[src/rtl/e1fs_pkg.sv]
package e1fs_pkg;

  typedef enum logic [1:0] {
    ST_HUNT     = 2'd0,
    ST_CHK_ODD  = 2'd1,
    ST_CHK_EVEN = 2'd2,
    ST_LOCKED   = 2'd3
  } align_st_e;

  localparam int        WORD_W   = 7;
  localparam logic [6:0] SYNC_WORD = 7'b0011011;

  // Frame positions where the alignment checks land.
  localparam int WORD_END_POS = 7;
  localparam int ODD_CHK_POS  = 1;

  // Control byte layout.
  localparam int CFG_W        = 8;
  localparam int CFG_LONG_BIT = 0;
  localparam int CFG_SA_LO    = 3;
  localparam int SA_COUNT     = 5;

endpackage

[src/rtl/e1fs_word_det.sv]
module e1fs_word_det
  import e1fs_pkg::*;
(
  input  logic clk,
  input  logic rst,
  input  logic bit_en,
  input  logic bit_in,
  output logic word_hit
);

  logic [WORD_W-2:0] hist_q;
  logic [WORD_W-1:0] window;

  // Oldest bit at the top, bit arriving this cycle at the bottom.
  assign window   = {hist_q, bit_in};
  assign word_hit = (window == SYNC_WORD);

  always_ff @(posedge clk) begin
    if (rst) begin
      hist_q <= '0;
    end else if (bit_en) begin
      hist_q <= window[WORD_W-2:0];
    end
  end

endmodule

[src/rtl/e1fs_align_fsm.sv]
module e1fs_align_fsm
  import e1fs_pkg::*;
#(
  parameter int FRAME_BITS = 256,
  parameter int LOSS_COUNT = 3,
  localparam int POS_W     = $clog2(FRAME_BITS),
  localparam int ERR_W     = $clog2(LOSS_COUNT + 1)
) (
  input  logic             clk,
  input  logic             rst,
  input  logic             bit_en,
  input  logic             bit_in,
  input  logic             word_hit,
  input  logic             alt_resync,
  output logic [POS_W-1:0] pos_q,
  output logic             odd_q,
  output logic             lock_q,
  output logic [POS_W-1:0] pos_n,
  output logic             odd_n,
  output logic             lock_n
);

  localparam logic [POS_W-1:0] LAST_POS = POS_W'(FRAME_BITS - 1);
  localparam logic [POS_W-1:0] END_POS  = POS_W'(WORD_END_POS);
  localparam logic [POS_W-1:0] CHK_POS  = POS_W'(ODD_CHK_POS);
  localparam logic [ERR_W-1:0] ERR_LAST = ERR_W'(LOSS_COUNT - 1);

  align_st_e        st_q, st_n;
  logic [ERR_W-1:0] even_err_q, even_err_n;
  logic [ERR_W-1:0] odd_err_q, odd_err_n;

  logic [POS_W-1:0] pos_inc;
  logic             odd_inc;
  logic             at_even_chk;
  logic             at_odd_chk;

  always_comb begin
    pos_inc     = (pos_q == LAST_POS) ? '0 : pos_q + 1'b1;
    odd_inc     = (pos_q == LAST_POS) ? ~odd_q : odd_q;
    at_even_chk = (pos_inc == END_POS) && !odd_inc;
    at_odd_chk  = (pos_inc == CHK_POS) && odd_inc;

    st_n       = st_q;
    pos_n      = pos_q;
    odd_n      = odd_q;
    even_err_n = even_err_q;
    odd_err_n  = odd_err_q;

    if (bit_en) begin
      pos_n = pos_inc;
      odd_n = odd_inc;
      unique case (st_q)
        ST_HUNT: begin
          if (word_hit) begin
            st_n  = ST_CHK_ODD;
            pos_n = END_POS;
            odd_n = 1'b0;
          end
        end
        ST_CHK_ODD: begin
          if (at_odd_chk) begin
            st_n = bit_in ? ST_CHK_EVEN : ST_HUNT;
          end
        end
        ST_CHK_EVEN: begin
          if (at_even_chk) begin
            st_n       = word_hit ? ST_LOCKED : ST_HUNT;
            even_err_n = '0;
            odd_err_n  = '0;
          end
        end
        ST_LOCKED: begin
          if (at_even_chk) begin
            if (word_hit) begin
              even_err_n = '0;
            end else if (even_err_q == ERR_LAST) begin
              even_err_n = '0;
              st_n       = ST_HUNT;
            end else begin
              even_err_n = even_err_q + 1'b1;
            end
          end
          if (!alt_resync) begin
            odd_err_n = '0;
          end else if (at_odd_chk) begin
            if (bit_in) begin
              odd_err_n = '0;
            end else if (odd_err_q == ERR_LAST) begin
              odd_err_n = '0;
              st_n      = ST_HUNT;
            end else begin
              odd_err_n = odd_err_q + 1'b1;
            end
          end
        end
        default: st_n = ST_HUNT;
      endcase
    end
    lock_n = (st_n == ST_LOCKED);
  end

  always_ff @(posedge clk) begin
    if (rst) begin
      st_q       <= ST_HUNT;
      pos_q      <= '0;
      odd_q      <= 1'b0;
      lock_q     <= 1'b0;
      even_err_q <= '0;
      odd_err_q  <= '0;
    end else begin
      st_q       <= st_n;
      pos_q      <= pos_n;
      odd_q      <= odd_n;
      lock_q     <= lock_n;
      even_err_q <= even_err_n;
      odd_err_q  <= odd_err_n;
    end
  end

endmodule

[src/rtl/e1fs_sa_strobe.sv]
module e1fs_sa_strobe
  import e1fs_pkg::*;
#(
  parameter int POS_W = 8
) (
  input  logic                clk,
  input  logic                rst,
  input  logic                bit_en,
  input  logic [POS_W-1:0]    pos_n,
  input  logic                odd_n,
  input  logic                lock_n,
  input  logic [SA_COUNT-1:0] sa_sel,
  output logic                strobe_q
);

  logic [SA_COUNT-1:0] slot_hit;

  for (genvar k = 0; k < SA_COUNT; k++) begin : g_sa
    assign slot_hit[k] = sa_sel[k] && (pos_n == POS_W'(CFG_SA_LO + k));
  end

  always_ff @(posedge clk) begin
    if (rst) begin
      strobe_q <= 1'b0;
    end else if (bit_en) begin
      strobe_q <= lock_n && odd_n && (|slot_hit);
    end
  end

endmodule

[src/rtl/e1fs_zero_run.sv]
module e1fs_zero_run #(
  parameter int SHORT_RUN = 255,
  parameter int LONG_RUN  = 2048,
  localparam int CNT_W    = $clog2(LONG_RUN + 1)
) (
  input  logic clk,
  input  logic rst,
  input  logic bit_en,
  input  logic bit_in,
  input  logic long_sel,
  output logic lost_q
);

  localparam logic [CNT_W-1:0] CNT_MAX = CNT_W'(LONG_RUN);
  localparam logic [CNT_W-1:0] THR_S   = CNT_W'(SHORT_RUN);

  logic [CNT_W-1:0] run_q;
  logic [CNT_W-1:0] run_n;
  logic [CNT_W-1:0] limit;

  assign run_n = (run_q == CNT_MAX) ? run_q : run_q + 1'b1;
  assign limit = long_sel ? CNT_MAX : THR_S;

  always_ff @(posedge clk) begin
    if (rst) begin
      run_q  <= '0;
      lost_q <= 1'b0;
    end else if (bit_en) begin
      if (bit_in) begin
        run_q  <= '0;
        lost_q <= 1'b0;
      end else begin
        run_q  <= run_n;
        lost_q <= (run_n >= limit);
      end
    end
  end

endmodule

[src/rtl/e1_frame_sync.sv]
module e1_frame_sync
  import e1fs_pkg::*;
#(
  parameter int FRAME_BITS = 256,
  parameter int SLOT_BITS  = 8,
  parameter int LOSS_COUNT = 3,
  parameter int SHORT_RUN  = 255,
  parameter int LONG_RUN   = 2048,
  localparam int POS_W     = $clog2(FRAME_BITS),
  localparam int SLOT_SH   = $clog2(SLOT_BITS),
  localparam int TS_W      = POS_W - SLOT_SH
) (
  input  logic             clk,
  input  logic             rst,
  input  logic             bit_en,
  input  logic             bit_in,
  input  logic             alt_resync,
  input  logic [CFG_W-1:0] cfg_ctrl,
  output logic             in_sync,
  output logic [POS_W-1:0] bit_pos,
  output logic [TS_W-1:0]  ts_idx,
  output logic             odd_frame,
  output logic             link_clk,
  output logic             carrier_lost
);

  logic             word_hit;
  logic [POS_W-1:0] pos_q, pos_n;
  logic             odd_q, odd_n;
  logic             lock_q, lock_n;
  logic             cfg_rsvd_unused;

  assign cfg_rsvd_unused = ^cfg_ctrl[CFG_SA_LO-1:CFG_LONG_BIT+1];

  e1fs_word_det u_word (
    .clk      (clk),
    .rst      (rst),
    .bit_en   (bit_en),
    .bit_in   (bit_in),
    .word_hit (word_hit)
  );

  e1fs_align_fsm #(
    .FRAME_BITS (FRAME_BITS),
    .LOSS_COUNT (LOSS_COUNT)
  ) u_fsm (
    .clk        (clk),
    .rst        (rst),
    .bit_en     (bit_en),
    .bit_in     (bit_in),
    .word_hit   (word_hit),
    .alt_resync (alt_resync),
    .pos_q      (pos_q),
    .odd_q      (odd_q),
    .lock_q     (lock_q),
    .pos_n      (pos_n),
    .odd_n      (odd_n),
    .lock_n     (lock_n)
  );

  e1fs_sa_strobe #(
    .POS_W (POS_W)
  ) u_sa (
    .clk      (clk),
    .rst      (rst),
    .bit_en   (bit_en),
    .pos_n    (pos_n),
    .odd_n    (odd_n),
    .lock_n   (lock_n),
    .sa_sel   (cfg_ctrl[CFG_SA_LO +: SA_COUNT]),
    .strobe_q (link_clk)
  );

  e1fs_zero_run #(
    .SHORT_RUN (SHORT_RUN),
    .LONG_RUN  (LONG_RUN)
  ) u_zero (
    .clk      (clk),
    .rst      (rst),
    .bit_en   (bit_en),
    .bit_in   (bit_in),
    .long_sel (cfg_ctrl[CFG_LONG_BIT]),
    .lost_q   (carrier_lost)
  );

  assign in_sync   = lock_q;
  assign bit_pos   = pos_q;
  assign odd_frame = odd_q;
  assign ts_idx    = pos_q[POS_W-1:SLOT_SH];

endmodule

[config.mk]
export PLATFORM = sky130hd
export DESIGN_NAME = e1_frame_sync
export DESIGN_NICKNAME = d
export VERILOG_FILES = /design/src/rtl/e1fs_pkg.sv /design/src/rtl/e1fs_word_det.sv /design/src/rtl/e1fs_align_fsm.sv /design/src/rtl/e1fs_sa_strobe.sv /design/src/rtl/e1fs_zero_run.sv /design/src/rtl/e1_frame_sync.sv
export SDC_FILE = /design/constraint.sdc
export NUM_CORES = 1
export LEC_CHECK = 0
export CORE_ASPECT_RATIO = 0.7
export CORE_UTILIZATION = 40
export CTS_CLUSTER_DIAMETER = 200
export DETAILED_ROUTE_END_ITERATION = 8
export DONT_BUFFER_PORTS = 1
export PLACE_DENSITY = 0.56
export SLEW_MARGIN = 20
export SYNTH_ARGS = -nofsm -noshare
export SYNTH_HDL_FRONTEND = slang
export SYNTH_SLANG_ARGS = --single-unit
[constraint.sdc]
create_clock -name clk -period 7 [get_ports clk]
set_input_delay 0.7 -clock clk [delete_from_list [all_inputs] [get_ports clk]]
set_output_delay 0.7 -clock clk [all_outputs]
set_load 0.01 [all_outputs]
* Yosys cells after proc, flatten, opt, wreduce, memory -nomap -nowiden
Cells that the tools add are included.
W data, S select, Z words.
** Operators by class
- Magnitude comparators :: 1
- Mux-type cells :: 36
- Reduce and logical (&&, ||, !) cells :: 15
- Add/subtract/negate cells :: 4
- Bitwise gates (word level) :: 1
- Equality and inequality tests :: 19
** Operator list (count)
- $mux W2 :: 21
- $eq A8 B3 Y1 const B :: 5
- $mux W12 :: 3
- $mux W8 :: 4
- $add A12 B1 Y12 const B :: 1
- $eq A12 B12 Y1 const B :: 1
- $ge A12 B12 Y1 :: 1
- $eq A2 B2 Y1 const B :: 5
- $logic_and A1 B1 Y1 :: 9
- $add A8 B1 Y8 const B :: 1
- $eq A8 B1 Y1 const B :: 1
- $eq A8 B2 Y1 const B :: 1
- $eq A8 B8 Y1 const B :: 1
- $pmux W2 S2 :: 2
- $pmux W2 S4 :: 1
- $reduce_and A4 Y1 :: 2
- $eq A7 B5 Y1 const B :: 1
- $mux W1 :: 5
- $reduce_or A5 Y1 :: 1
- $add A2 B1 Y2 const B :: 2
- $ne A2 B1 Y1 const B :: 2
- $ne A3 B2 Y1 const B :: 1
- $eq A2 B1 Y1 const B :: 1
- $logic_not A2 Y1 :: 1
- other kinds (3) :: 3
** Storage, ports and cells
- Bits of input ports :: 13
- Output and inout port bits :: 17
- Register bits after elaboration :: 36
- Word-level logic and storage cells :: 86

* Longest topological paths before layout
- Depth in word-level cells :: 14
- Mapped depth :: 15
- Mapped depth without buffers :: 14

* Hierarchy
A second synthesis with hierarchy kept.
** Second synthesis, totals
- Cells, all modules :: 312
- Area total of the unflattened synthesis :: 2628.8 um2
** By module, submodules not included
- e1fs_align_fsm :: times used 1, cells an instance 145, area an instance 1139.8 um2, seq. area each 320.3 um2
- e1fs_zero_run :: times used 1, cells an instance 127, area an instance 1108.6 um2, seq. area each 260.2 um2
- e1fs_word_det :: times used 1, cells an instance 21, area an instance 234.0 um2, seq. area each 120.1 um2
- e1fs_sa_strobe :: times used 1, cells an instance 14, area an instance 108.9 um2, seq. area each 20.0 um2
- e1_frame_sync :: times used 1, cells an instance 5, area an instance 37.5 um2, seq. area each 0.0 um2

* Worst setup path after synthesis
OpenSTA, ideal clock, no wires.
- Kind :: flip-flop to flip-flop
- Start point :: register u_fsm.pos_q[1]
- End point :: register u_fsm.even_err_q[1]
- Cell stages (with the launch flop) :: 10
- Path buffers :: 1
- Library setup time :: 0.070 ns
- Period minus slack after synthesis :: 2.458 ns
- Slack :: 4.542 ns
- Arrival time :: 2.388 ns
- Required time :: 6.930 ns
- Cell sequence :: dfxtp_1 ha_1 buf_2 and3_1 a31oi_1 o32ai_2 nand3_2 or3_1 or3b_1 a21oi_1
** On the way
- Longest elaborated chain between the ends :: 6
- Elaborated cells on any way between the ends :: 10
- Classes of those cells :: add/sub (1); eq/ne (4); mux (2); reduce/logical (3)
** RTL lines
- start: declaration :: line e1fs_align_fsm.sv:15 : output logic [POS_W-1:0] pos_q,
- start signal: assignment :: line e1fs_align_fsm.sv:112 : pos_q <= pos_n;
- $add A8 B1 Y8 or $eq A8 B8 Y1 (tied branches) :: line e1fs_align_fsm.sv:38, e1fs_align_fsm.sv:39
- $mux W8 or $mux W1 (tied branches) :: line e1fs_align_fsm.sv:38, e1fs_align_fsm.sv:39
- $eq A8 B3 Y1 or $logic_not A1 Y1 (tied branches) :: line e1fs_align_fsm.sv:40 : at_even_chk = (pos_inc == END_POS) && !odd_inc;
- $logic_and A1 B1 Y1 (*) :: line e1fs_align_fsm.sv:40
- $ne A2 B1 Y1 (no source line)
- $reduce_and A4 Y1 (no source line) (*)
- end signal: assignment :: line e1fs_align_fsm.sv:115 : even_err_q <= even_err_n;
- end: declaration :: line e1fs_align_fsm.sv:29 : logic [ERR_W-1:0] even_err_q, even_err_n;
Every way passes the cells marked *; elsewhere a longest branch is shown, timed or not.
A chain may end at the register's enable or synchronous reset.

* Worst setup path in the final report
Same ends and word-level chain as after synthesis.

==> impl_results.md <==
- Status: complete, no violations
- # fillers: 616
- Final WL: 6080 um
- Worst-Skew Late Latency: 0.29 ns
- Fin Setup TNS: 0 ns
- R2R Setup Slk: 4.00 ns
- Main synth FF type: dfxtp_1
- Initial antenna violation count: 0
- Drc violations: 0
- Final Setup Violations: 0
- Routed Antenna Nets: 0
- R2r startpoint: u_fsm.pos_q[1]
- Pin count of the biggest net entering global routing: 36
- Hpwl dp: 4300 um
- DR pass1 iterations: 4
- Resized cells post-CTS: 0
- Die width: 97.5 um
- Postcts setup bufs: 0
- Worst hold start: rst
- HP Class: in -> reg
- Area grow syn2layout: 2.35%
- Finished Layout Cells: 388
- Final WS setup: 4.00 ns
- Worst path arrival time: 3.22 ns
- First-pass GRT wire length: 10,400 um
- Setup CP Type: reg -> reg
- Die area: 6710 um2
- Fin. Hold Viols: 0
- Vias in the first global route: 2,025
- Max Slew Vio Count: 0
- Fin nets: 339
- Post-synth ARST share: 0%
- Commonest cells after routing, fill and taps aside: nor2_1 (45), dfxtp_1 (36), nand2_1 (26), a21oi_1 (26), nand3_1 (15)
- Die Y: 68.8 um
- Achievable Freq: 333 MHz
- Num rows: 23
- Cell area power density: 149 nW/um2
- GR Overflow Total: 0
- DP Cell Count: 380
- Worst-path clk slew: 0.08 ns
- Synth unique cells: 59
- Average wire per standard cell: 15.7 um
- Worst Hold End: u_zero.run_q[10]
- CTS tree: done
- Register bit total from synthesis: 36
- Synth warn: 0
- Sink Count: 36
- Fin crit share: 42.9%
- Gpl congestion: 0.832
- Cell Area, Synth: 2550 um2
- Via density: 5.77
- CTS Buf Count: 5
- RSZ-0062 raised after global routing: false
- ANT cells: 0
- Final Util: 44.1%
- CP max FO: 10
- Place WS: 4.05 ns
- Root Driver: clkbuf_8
- Least-Margin Pin Slew: 0.794 ns
- Layout cell share with drive strength beyond 1: 5.43%
- Rel. slew slack: 47.0%
- Worst hold margin: 0.463 ns
- Initial drt markers: 139
- Avg Cell Area, Syn: 7.73 um2
- CP endpoint kind: flip-flop
- Post-CTS Hold Buffers: 0
- CP required: 7.22 ns
- Synthesized instance count: 330
- Commonest non-fill, non-tap cell in the layout: nor2_1
- Post-synth EDFFs: 0
- Core footprint: 5930 um2
- Maximum vdd drop: 0.0000886 V
- Crit path time final: 3.00 ns
- Leakage: 0.954 nW
- CTS Buffer Depth: 2
- Fin area: 2610 um2
- Post-Syn Nets: 357
- Placement Cell Area: 2520 um2
- I/O pin cnt: 30
- Max-cap violation count: 0
- R2R Path End: u_fsm.even_err_q[1]
- Final Power: 0.389 mW
- Via Count: 2,237
- Cells on Worst Hold Path: 1
- Reg2Reg Depth: 8
- Global Route Usage Sum: 19.7%
- Startpoint Class: flip-flop
- Sequential share of the synthesized area: 28.2%
- Clock skew after layout: 0.00771 ns
- Starting density of the core: 43.1%
- Buffers on Ports: 0
- H-tree depth: 2
area by class of cell:
class                   count  area, um2  share of cell area, %
clock buffers               5       68.8                   2.63
clock inverters             3       18.8                  0.718
inverters                  12       45.0                   1.72
multi-input cells         257       1670                   63.7
flip-flops and latches     36        721                   27.6
well taps                  75       93.8                   3.59
worst max-delay path by stage:
stage                              start             endpoint  cells past startpoint
after floorplan           u_fsm.pos_q[1]  u_fsm.even_err_q[1]                      9
after global placement    u_fsm.pos_q[1]  u_fsm.even_err_q[1]                      8
after detailed placement  u_fsm.pos_q[1]  u_fsm.even_err_q[1]                      8
after CTS                 u_fsm.pos_q[1]  u_fsm.even_err_q[1]                      8
after global routing      u_fsm.pos_q[1]   u_fsm.odd_err_q[0]                      8
final                     u_fsm.pos_q[1]  u_fsm.even_err_q[1]                      8
where the power goes:
part / switching [mW] / internal [mW]
clock: 0.0830 / 0.0695
combinational: 0.0139 / 0.0115
sequential: 0.00464 / 0.207
total: 0.102 / 0.288
cells in the mapped netlist, drive strengths merged (2+ instances only):
cell,n,share of area [%]
a31oi,3,0.74
nand2b,6,1.5
ha,14,6.9
nand3,16,3.3
o21ai,13,2.5
or3b,3,1.0
dfxtp,36,28
nand3b,4,1.2
o32ai,2,0.98
and4,2,0.69
o31a,2,0.69
nor2,45,6.6
buf,13,3.0
a21oi,26,5.1
o31ai,3,1.4
nand4,7,2.3
clkbuf,12,1.8
nor4,5,1.2
xnor2,8,2.7
o211ai,4,1.2
nor3,8,1.6
nor2b,3,0.74
mux2i,11,4.3
and3,3,0.74
nor4b,2,0.69
o41ai,2,0.69
and2,2,0.49
nand2,26,3.8
a21o,4,1.2
xor2,5,1.7
inv,12,1.8
a22oi,6,1.8
or3,4,0.98
state kept, by name (all words and copies together) (netlist names):
register	count
u_zero.lost_q	1
u_fsm.st_q	2
u_fsm.lock_q	1
u_fsm.odd_q	1
u_zero.run_q	12
u_fsm.even_err_q	2
u_word.hist_q	6
u_fsm.odd_err_q	2
u_sa.strobe_q	1
u_fsm.pos_q	8
cells by family (layout without fill, tap and decap cells):
group           count (synthesis)  count (layout)  share of synthesized area (%)
simple gates                  140             140                           28.1
fa+ha+maj                      14              14                           6.86
mux                            12              12                           4.76
flops                          36              36                           28.2
xor+xnor                       13              13                           4.46
buf+inv                        37              20                           6.52
compound gates                 78              78                           21.1
worst max-delay path, stage by stage (launching register included):
cell,delay [ns]
dfxtp_1,0.61
ha_1,0.50
and3_1,0.27
a31oi_1,0.06
o32ai_2,0.37
nand3_2,0.20
or3_1,0.41
or3b_1,0.37
a21oi_1,0.14
routing by layer:
metal | up-vias | wire length, um | global-route usage (%)
met5 | - | 0 | 0
met4 | 0 | 36 | 3.86
met3 | 4 | 418 | 4.84
met2 | 65 | 2280 | 28.1
met1 | 1019 | 3340 | 29.7
li1 | 1149 | - | -
No activity file was read; power rests on OpenSTA's default activity.
